`src/rtl/wishModePkg.sv`:
```
package wishModePkg;

  localparam int HINT_W = 2;

  typedef enum logic [HINT_W-1:0] {
    KIND_NORMAL = 2'd0,
    KIND_JUMP   = 2'd1,
    KIND_JOIN   = 2'd2,
    KIND_LOOP   = 2'd3
  } branchKind_e;

  typedef enum logic [1:0] {
    DIR_PRED = 2'd0,
    DIR_ZERO = 2'd1,
    DIR_ONE  = 2'd2
  } dirSel_e;

  typedef struct packed {
    dirSel_e dirSel;
    logic    predEn;
    logic    modeLow;
    logic    flush;
  } ctlStrobe_t;

endpackage

```
`src/rtl/wishModeCtrl.sv`:
```
module wishModeCtrl
  import wishModePkg::*;
#(
  parameter int HW = HINT_W
) (
  input  logic          clk,
  input  logic          rstN,
  input  logic          fetchValid,
  input  logic [HW-1:0] fetchHint,
  input  logic          predTaken,
  input  logic          predConf,
  input  logic          resolveValid,
  input  logic [HW-1:0] resolveHint,
  input  logic          resolveMispred,
  input  logic          resolveTaken,
  input  logic          resolveLast,
  output ctlStrobe_t    strobe
);

  branchKind_e fetchKind, resolveKind;
  assign fetchKind   = branchKind_e'(fetchHint);
  assign resolveKind = branchKind_e'(resolveHint);

  // region state
  logic regionActQ, regionLowQ, forceJoinQ;
  logic regionActD, regionLowD, forceJoinD;
  // loop state
  logic loopActQ, loopLowQ, loopExitedQ;
  logic loopActD, loopLowD, loopExitedD;

  logic joinLowNow, loopLowNow, flushNow;

  assign joinLowNow = regionLowQ | ~predConf;
  assign loopLowNow = loopActQ ? loopLowQ : ~predConf;

  // fetch-side decision strobes
  always_comb begin
    strobe.dirSel  = DIR_PRED;
    strobe.predEn  = 1'b0;
    strobe.modeLow = 1'b0;
    case (fetchKind)
      KIND_JUMP: begin
        if (predConf) begin
          strobe.predEn = 1'b1;
        end else begin
          strobe.dirSel  = DIR_ZERO;
          strobe.modeLow = 1'b1;
        end
      end
      KIND_JOIN: begin
        if (joinLowNow) begin
          strobe.dirSel  = DIR_ZERO;
          strobe.modeLow = 1'b1;
        end else if (forceJoinQ) begin
          strobe.dirSel = DIR_ONE;
        end
      end
      KIND_LOOP: begin
        strobe.modeLow = loopLowNow;
        strobe.predEn  = ~loopLowNow;
      end
      default: ;
    endcase
    strobe.flush = flushNow;
  end

  // resolve-side flush decision
  always_comb begin
    flushNow = 1'b0;
    if (resolveValid && resolveMispred) begin
      case (resolveKind)
        KIND_NORMAL: flushNow = 1'b1;
        KIND_JUMP,
        KIND_JOIN:   flushNow = ~regionLowQ;
        KIND_LOOP:   flushNow = ~loopLowQ | resolveTaken | ~loopExitedQ;
        default:     flushNow = 1'b0;
      endcase
    end
  end

  // next state: resolve clears first, a fetch then overrides, a flush wipes all
  always_comb begin
    regionActD  = regionActQ;
    regionLowD  = regionLowQ;
    forceJoinD  = forceJoinQ;
    loopActD    = loopActQ;
    loopLowD    = loopLowQ;
    loopExitedD = loopExitedQ;

    if (resolveValid && resolveLast &&
        (resolveKind == KIND_JUMP || resolveKind == KIND_JOIN)) begin
      regionActD = 1'b0;
      regionLowD = 1'b0;
      forceJoinD = 1'b0;
    end
    if (resolveValid && resolveKind == KIND_LOOP && !resolveTaken) begin
      loopActD    = 1'b0;
      loopLowD    = 1'b0;
      loopExitedD = 1'b0;
    end

    if (fetchValid) begin
      case (fetchKind)
        KIND_JUMP: begin
          regionActD = 1'b1;
          regionLowD = ~predConf;
          forceJoinD = predConf & ~predTaken;
        end
        KIND_JOIN: begin
          regionActD = 1'b1;
          regionLowD = joinLowNow;
          forceJoinD = 1'b0;
        end
        KIND_LOOP: begin
          loopActD = 1'b1;
          loopLowD = loopLowNow;
          if (!predTaken) loopExitedD = 1'b1;
        end
        default: ;
      endcase
    end

    if (flushNow) begin
      regionActD  = 1'b0;
      regionLowD  = 1'b0;
      forceJoinD  = 1'b0;
      loopActD    = 1'b0;
      loopLowD    = 1'b0;
      loopExitedD = 1'b0;
    end
  end

  always_ff @(posedge clk) begin
    if (!rstN) begin
      regionActQ  <= 1'b0;
      regionLowQ  <= 1'b0;
      forceJoinQ  <= 1'b0;
      loopActQ    <= 1'b0;
      loopLowQ    <= 1'b0;
      loopExitedQ <= 1'b0;
    end else begin
      regionActQ  <= regionActD;
      regionLowQ  <= regionLowD;
      forceJoinQ  <= forceJoinD;
      loopActQ    <= loopActD;
      loopLowQ    <= loopLowD;
      loopExitedQ <= loopExitedD;
    end
  end

  // low confidence in a region survives a later join fetch
  a_r5_sticky_low: assert property (@(posedge clk) disable iff (!rstN)
    (regionLowQ && fetchValid && fetchKind == KIND_JOIN && !flushNow)
      |=> regionLowQ);

  // a forced-taken join consumes the force
  a_r4_force_once: assert property (@(posedge clk) disable iff (!rstN)
    (forceJoinQ && fetchValid && fetchKind == KIND_JOIN)
      |=> !forceJoinQ);

  // a flush leaves no region or loop state behind
  a_r10_flush_clears: assert property (@(posedge clk) disable iff (!rstN)
    flushNow |=> (!regionActQ && !regionLowQ && !loopActQ));

endmodule

```
`src/rtl/wishModeData.sv`:
```
module wishModeData
  import wishModePkg::*;
#(
  parameter int HW = HINT_W
) (
  input  logic          clk,
  input  logic          rstN,
  input  logic          fetchValid,
  input  logic [HW-1:0] fetchHint,
  input  logic          predTaken,
  input  logic          predConf,
  input  logic          resolveValid,
  input  logic          resolveMispred,
  input  ctlStrobe_t    strobe,
  output logic          outValid,
  output logic          outTaken,
  output logic          outPredValid,
  output logic          outPredVal,
  output logic          outModeLow,
  output logic          flushReq
);

  logic dirBit;

  always_comb begin
    case (strobe.dirSel)
      DIR_ZERO: dirBit = 1'b0;
      DIR_ONE:  dirBit = 1'b1;
      default:  dirBit = predTaken;
    endcase
  end

  always_ff @(posedge clk) begin
    if (!rstN) begin
      outValid     <= 1'b0;
      outTaken     <= 1'b0;
      outPredValid <= 1'b0;
      outPredVal   <= 1'b0;
      outModeLow   <= 1'b0;
      flushReq     <= 1'b0;
    end else begin
      outValid     <= fetchValid;
      outTaken     <= fetchValid & dirBit;
      outPredValid <= fetchValid & strobe.predEn;
      outPredVal   <= fetchValid & strobe.predEn & predTaken;
      outModeLow   <= fetchValid & strobe.modeLow;
      flushReq     <= strobe.flush;
    end
  end

  // normal branches pass the predictor through untouched
  a_r1_normal_pass: assert property (@(posedge clk) disable iff (!rstN)
    (fetchValid && fetchHint == KIND_NORMAL)
      |=> (outTaken == $past(predTaken) && !outPredValid && !outModeLow));

  // low-confidence jump steers to fall-through without predicate
  a_r3_low_jump: assert property (@(posedge clk) disable iff (!rstN)
    (fetchValid && fetchHint == KIND_JUMP && !predConf)
      |=> (outModeLow && !outTaken && !outPredValid));

  // flush only follows a resolved misprediction
  a_r6_flush_cause: assert property (@(posedge clk) disable iff (!rstN)
    flushReq |-> $past(resolveValid && resolveMispred));

  // no fetch result without a fetch
  a_r11_idle_quiet: assert property (@(posedge clk) disable iff (!rstN)
    !fetchValid |=> (!outValid && !outTaken && !outPredValid && !outModeLow));

  // low mode never carries a predicate prediction
  a_r8_low_no_pred: assert property (@(posedge clk) disable iff (!rstN)
    outModeLow |-> !outPredValid);

endmodule

```
`src/rtl/wishModeCtl.sv`:
```
module wishModeCtl
  import wishModePkg::*;
(
  input  logic       clk,
  input  logic       rstN,
  input  logic       fetchValid,
  input  logic [1:0] fetchHint,
  input  logic       predTaken,
  input  logic       predConf,
  input  logic       resolveValid,
  input  logic [1:0] resolveHint,
  input  logic       resolveMispred,
  input  logic       resolveTaken,
  input  logic       resolveLast,
  output logic       outValid,
  output logic       outTaken,
  output logic       outPredValid,
  output logic       outPredVal,
  output logic       outModeLow,
  output logic       flushReq
);

  ctlStrobe_t strobe;

  wishModeCtrl #(.HW(HINT_W)) ctrl_i (
    .clk            (clk),
    .rstN           (rstN),
    .fetchValid     (fetchValid),
    .fetchHint      (fetchHint),
    .predTaken      (predTaken),
    .predConf       (predConf),
    .resolveValid   (resolveValid),
    .resolveHint    (resolveHint),
    .resolveMispred (resolveMispred),
    .resolveTaken   (resolveTaken),
    .resolveLast    (resolveLast),
    .strobe         (strobe)
  );

  wishModeData #(.HW(HINT_W)) data_i (
    .clk            (clk),
    .rstN           (rstN),
    .fetchValid     (fetchValid),
    .fetchHint      (fetchHint),
    .predTaken      (predTaken),
    .predConf       (predConf),
    .resolveValid   (resolveValid),
    .resolveMispred (resolveMispred),
    .strobe         (strobe),
    .outValid       (outValid),
    .outTaken       (outTaken),
    .outPredValid   (outPredValid),
    .outPredVal     (outPredVal),
    .outModeLow     (outModeLow),
    .flushReq       (flushReq)
  );

endmodule

```
`config.mk`:
```
export PLATFORM = sky130hd
export DESIGN_NAME = wishModeCtl
export DESIGN_NICKNAME = d
export VERILOG_FILES = /design/src/rtl/wishModePkg.sv /design/src/rtl/wishModeCtrl.sv /design/src/rtl/wishModeData.sv /design/src/rtl/wishModeCtl.sv
export SDC_FILE = /design/constraint.sdc
export NUM_CORES = 1
export LEC_CHECK = 0
export ABC_AREA = 1
export BUFFER_PORTS_ARGS = -buffer_cell sky130_fd_sc_hd__buf_2
export CAP_MARGIN = 20
export CELL_PAD_IN_SITES_DETAIL_PLACEMENT = 1
export CELL_PAD_IN_SITES_GLOBAL_PLACEMENT = 2
export CORE_ASPECT_RATIO = 0.9
export CORE_MARGIN = 4
export CORE_UTILIZATION = 25
export DETAILED_ROUTE_END_ITERATION = 7
export PLACE_DENSITY_LB_ADDON = 0.1
export SYNTH_ARGS = -nofsm -noshare
export SYNTH_HDL_FRONTEND = slang
export SYNTH_HIERARCHICAL = 1
export SYNTH_SLANG_ARGS = --single-unit
```
`constraint.sdc`:
```
create_clock -name clk -period 1.5 [get_ports clk]
set_clock_uncertainty 0.05 [all_clocks]
set_input_delay 0.075 -clock clk [delete_from_list [all_inputs] [get_ports clk]]
set_output_delay 0.075 -clock clk [all_outputs]
set_load 0.02 [all_outputs]
```
==> results of run 1 <==
area by class of cell:
class / instances / area [um^2]
Inverter: 20 / 75.1
Tap cell: 27 / 33.8
Sequential cell: 11 / 221
Fill cell: 302 / 1480
Multi-Input combinational cell: 56 / 333
Clock buffer: 4 / 26.3
Timing Repair Buffer: 18 / 90.1
metrics by stage:
| step | hold WS (ns) | instance area [um^2] | power (mW) | utilization [%] |
|---|---|---|---|---|
| 2_1_floorplan | 0.118 | 621 | 0.394 | - |
| 3_3_place_gp | 0.289 | 737 | 0.437 | 32.6 |
| 3_5_place_dp | 0.298 | 737 | 0.438 | 32.6 |
| 4_1_cts | 0.0145 | 763 | 0.655 | 33.7 |
| 5_1_grt | 0.0282 | 779 | 0.694 | 34.5 |
| 6_report | 0.0164 | 779 | 0.640 | 34.5 |
power by group through the flow:
stage	combinational (mW)	sequential [mW]	clock [mW]
after CTS	0.125	0.308	0.222
final	0.124	0.308	0.208
after global placement	0.123	0.315	0
after global routing	0.144	0.310	0.240
after detailed placement	0.124	0.315	0
after floorplan	0.0715	0.323	0
flip-flops by register name (all words and copies together), names as in the netlist:
name / cells
data_i/outPredValid: 1
ctrl_i/regionLowQ: 1
ctrl_i/forceJoinQ: 1
data_i/outValid: 1
data_i/outPredVal: 1
data_i/outModeLow: 1
ctrl_i/loopLowQ: 1
ctrl_i/loopActQ: 1
data_i/outTaken: 1
data_i/flushReq: 1
ctrl_i/loopExitedQ: 1
worst max-delay path: cells and delay by family, from the launching register on:
family	cells	cell delay [ns]
buffers and inverters	3	0.18
adders and majority gates	1	0.27
DFF	1	0.33
and+or+nand+nor	7	0.47
cell families after synthesis:
kind of cell	count (synthesis)
adders and majority gates	7
AOI/OAI and AO/OA	9
buffers and inverters	21
DFF	11
and+or+nand+nor	40
per-layer routing:
layer / vias up / GRT usage [%]
met5: - / 0
met4: 0 / 3.72
met3: 2 / 4.20
met2: 8 / 16.5
met1: 245 / 13.3
li1: 307 / -
cell usage after synthesis, types with 2 or more instances:
library cell	n	area share (%)
o21ai_0	2	1.6
o21ai_1	2	1.6
nand3_1	6	4.8
inv_1	19	11
a21oi_1	2	1.6
dfxtp_1	11	35
nand2_2	3	3.0
nor2_1	10	6.0
nand2_1	18	11
ha_1	7	14
worst paths after layout:
| path | slack (ns) | depth (start not counted) | to | from |
|---|---|---|---|---|
| worst max-delay path | 0.11 | 11 | data_i/outTaken$_SDFF_PN0_ | ctrl_i/regionLowQ$_SDFF_PP0_ |
| worst min-delay path | 0.02 | 3 | data_i/flushReq$_SDFF_PN0_ | rstN |
| worst max register to register | 0.11 | 11 | data_i/outTaken$_SDFF_PN0_ | ctrl_i/regionLowQ$_SDFF_PP0_ |
| worst min register to register | 0.46 | 2 | ctrl_i/loopExitedQ$_SDFF_PP0_ | ctrl_i/loopExitedQ$_SDFF_PP0_ |
timing repair:
item | CTS | global route
endpoints found under the setup margin | 0 | 1
endpoints found under the hold margin | 0 | 0
resized for setup | 0 | 3
==> reports/metrics.yaml, run 1 <==
die_h_um: 55.3
clk_latency_ns: 0.27
synth-main-ff-cell: "dfxtp_1"
leakagePower_nw: 0.432
die_area_mm2: 0.00334
clockRootBuffer: "clkbuf_4"
clockBufferDepth: 2
fp.coreArea_mm2: 0.00226
std_cell_rows: 16
worstPathCellList: "inv_1 > nand2_1 > nand2_1 > nand2_1 > inv_1 > nor2_1 > inv_1 > ha_4 > nand2_1 > nand2_2 > nor2_2"
cts_setup_buffers: 0
highest_layer: "met4"
final_cells: 136
cts_tree: "yes"
comb_power_share_pct: 19.4
swShare_pct: 28.9
grt_overflow_total: 0
fin_crit_sh_pct: 92.5
ctsHoldBuffers: 0
routedLengthMet1_um: 679
io_buffers: 18
nets: 130
path_clk_slew_ns: 0.08
slew_viol_final: 0
cpMaxStageDelayCell: "dfxtp_2"
critPathMaxStageDelay_ns: 0.33
arrival_ns: 1.51
cap_violations: 0
max_clock_freq_mhz: 721
die_x_um: 60.5
worstMarginPinSlew_ns: 0.214
synth_compound_area_share_pct: 8.67
wl_per_cell_um: 10.6
yosysWarnings: 6
dp_cells: 132
clkSinkCount: 11
ys_ff_latch: 11
post-route-drc-count: 0
hold_viol: 0
hp-class: "in -> reg"
tns_ns: 0
antenna_found_initial: 0
synth-adder-area-share_pct: 14.1
drt_pass1_iterations: 3
grt_start_max_net_pins: 7
peakVddDrop_mv: 0.470
syn_inst: 88
yosys-mux-area-fraction_pct: 0
internal_power_mw: 0.455
cp-end-kind: "flop"
syn-num-nets: 108
routed-wl-met3_um: 67
routed-via-count: 562
cts-buffers-inserted: 3
boundaryPins: 19
pwr-share-clk_pct: 32.5
crit_top_cell: "nand2_1"
synth-seq-area-share_pct: 35.5
diodes: 0
post-dp-hpwl_um: 1230
dr_wl_met2_um: 681
syn_area_um2: 621
synth.distinct_cells: 18
synth_top_family_by_area: "simple AND/OR/NAND/NOR gates"
start_kind: "flop"
cp.required_ns: 1.63
worst_slack_ns: 0.113
grt_use_total_pct: 10.7
post-place-ws_ns: 0.0748
synth-xor-area-share_pct: 0
ant_nets: 0
relSlewSlack_pct: 85.7
synthSimpleGateAreaFrac_pct: 28.4
gp_congestion: 0.790
drt_wl_total_um: 1440
switchingPower_mw: 0.185
cp_max_fo: 2
final_common_cell: "inv_1"
final_cell_mix: "19 x inv_1, 18 x nand2_1, 18 x buf_2, 10 x dfxtp_1, 9 x nor2_1"
min_period_ns: 1.39
rsz0062_at_grt: "false"
avgSynthCellArea_um2: 7.05
grt_pass1_wl_um: 2700
via_per_inst: 4.13
p_per_area_mw_per_mm2: 821
synth_edf_count: 0
status: "finished, final reports clean"
detail_route.iter0.violations: 13
async_flop_share_pct: 0
path_class: "reg -> reg"
start_util_pct: 27.4
setup_violations: 0
final_layout_size_suffix_gt1_share_pct: 28.4
h-tree-depth: 1
grt_pass1_vias: 648
area_delta_synth_final_pct: 25.6
pwr-share-seq_pct: 48.1
No activity file was read; power rests on OpenSTA's default activity.
==> run 2: changes to the inputs <==
Settings changed: CORE_MARGIN 4 to not set.
==> run 2 against run 1 <==
  * Flip-flop and latch count unchanged
  * Fmax rose by 2.7%
  * Critical path depth is the same
  * Non-clock buffer count unchanged
  * Highest routed layer is now met3
  * Routed wire length fell by 8.0%
  * Hold slack gained 0.0084 ns
  * Register-to-register slack better by 0.04 ns
  * Worst setup slack gained 0.037 ns
  * Combinational power hardly changed
  * Power down 0.96%
==> reports/metrics.yaml, run 2 (same netlist as run 1, synthesis figures left out) <==
status: "finished, final reports clean"
grt_overflow_total: 0
clockRootBuffer: "clkbuf_4"
cap_violations: 0
hold_viol: 0
cp-end-kind: "flop"
post-dp-hpwl_um: 1170
peakVddDrop_mv: 0.448
std_cell_rows: 16
p_per_area_mw_per_mm2: 811
reg2reg_from: "ctrl_i/regionLowQ$_SDFF_PP0_"
cts_setup_buffers: 0
start_kind: "flop"
cts_tree: "yes"
crit_end: "data_i/outTaken$_SDFF_PN0_"
detail_route.iter0.violations: 4
cts-buffers-inserted: 3
final_common_cell: "inv_1"
h-tree-depth: 1
worstMarginPinSlew_ns: 0.193
cp_max_fo: 2
io_buffers: 18
post-route-drc-count: 0
min-delay-start: "rstN"
final_cells: 136
area_delta_synth_final_pct: 26.0
wl_per_cell_um: 9.74
r2r_cells: 11
dp_cells: 132
gp_congestion: 0.712
grt_pass1_wl_um: 2270
worstSetupStartpoint: "ctrl_i/regionLowQ$_SDFF_PP0_"
cp.required_ns: 1.62
clkSinkCount: 11
leakagePower_nw: 0.432
grt_use_total_pct: 11.8
power_mw: 0.634
fp.coreArea_mm2: 0.00226
diodes: 0
die_h_um: 49.3
fin_crit_sh_pct: 90.0
clk_latency_ns: 0.26
grt_start_max_net_pins: 7
hp-class: "in -> reg"
path_class: "reg -> reg"
r2r_slack_ns: 0.15
relSlewSlack_pct: 87.1
drt_pass1_iterations: 4
ctsHoldBuffers: 0
boundaryPins: 19
clockBufferDepth: 2
max_clock_freq_mhz: 741
die_area_mm2: 0.00269
slew_viol_final: 0
drt_wl_total_um: 1320
arrival_ns: 1.47
final_cell_mix: "19 x inv_1, 18 x buf_2, 17 x nand2_1, 10 x dfxtp_1, 9 x nor2_1"
die_x_um: 54.5
routed-via-count: 567
start_util_pct: 27.4
min_period_ns: 1.35
rsz0062_at_grt: "false"
grt_pass1_vias: 570
tns_ns: 0
via_per_inst: 4.17
post_cts_resize_count: 0
setup_violations: 0
nets: 130
antenna_found_initial: 0
ant_nets: 0
final_layout_size_suffix_gt1_share_pct: 29.4
path_clk_slew_ns: 0.07
r2r_end: "data_i/outTaken$_SDFF_PN0_"
[run 2: metal layers]
metal  global-route usage, %  wire [um]  vias to the layer above
li1                        -          -                      309
met1                    14.0        678                      248
met2                    19.9        584                       10
met3                    4.67         61                        0
met4                    1.28          0                        0
met5                       0          0                        -
[run 2: cell type report]
type / count / area [um^2]
well taps: 27 / 33.8
flip-flops and latches: 11 / 221
multi-input cells: 56 / 335
repair buffers: 18 / 90.1
fillers: 295 / 1480
clock buffers: 4 / 26.3
inverters: 20 / 75.1
[run 2: per-stage QoR]
step | worst slack (ns) | util (%) | area (um^2) | hold WS, ns
floorplan | 0.211 | - | 621 | 0.118
global placement | 0.0925 | 32.6 | 737 | 0.289
detailed placement | 0.0690 | 32.6 | 737 | 0.298
CTS | 0.0834 | 33.7 | 763 | 0.0214
global route | 0.0230 | 34.6 | 782 | 0.0405
finish | 0.150 | 34.6 | 782 | 0.0249
[run 2: critical path, stage by stage (launching register included)]
cell and delay, ns:
dfxtp_2 0.33, inv_1 0.06, nand2_2 0.06, nand2_1 0.05, nand2_1 0.08, inv_1 0.06, nor2_1 0.08, inv_1 0.07
ha_4 0.26, nand2_1 0.06, nand2_2 0.07, nor2_2 0.03
[run 2: worst min-delay path by stage]
stage	end	slack, ns	cells past startpoint
after floorplan	data_i/flushReq$_SDFF_PN0_	0.12	2
after detailed placement	data_i/flushReq$_SDFF_PN0_	0.30	3
final	data_i/flushReq$_SDFF_PN0_	0.02	3
after global routing	data_i/flushReq$_SDFF_PN0_	0.04	3
after global placement	data_i/flushReq$_SDFF_PN0_	0.29	3
after CTS	data_i/flushReq$_SDFF_PN0_	0.02	3
[run 2: report_power, final]
| group | switching, mW | internal (mW) |
|---|---|---|
| combinational | 0.0758 | 0.0487 |
| sequential | 0.00448 | 0.304 |
| clock | 0.0984 | 0.103 |
| total | 0.179 | 0.455 |
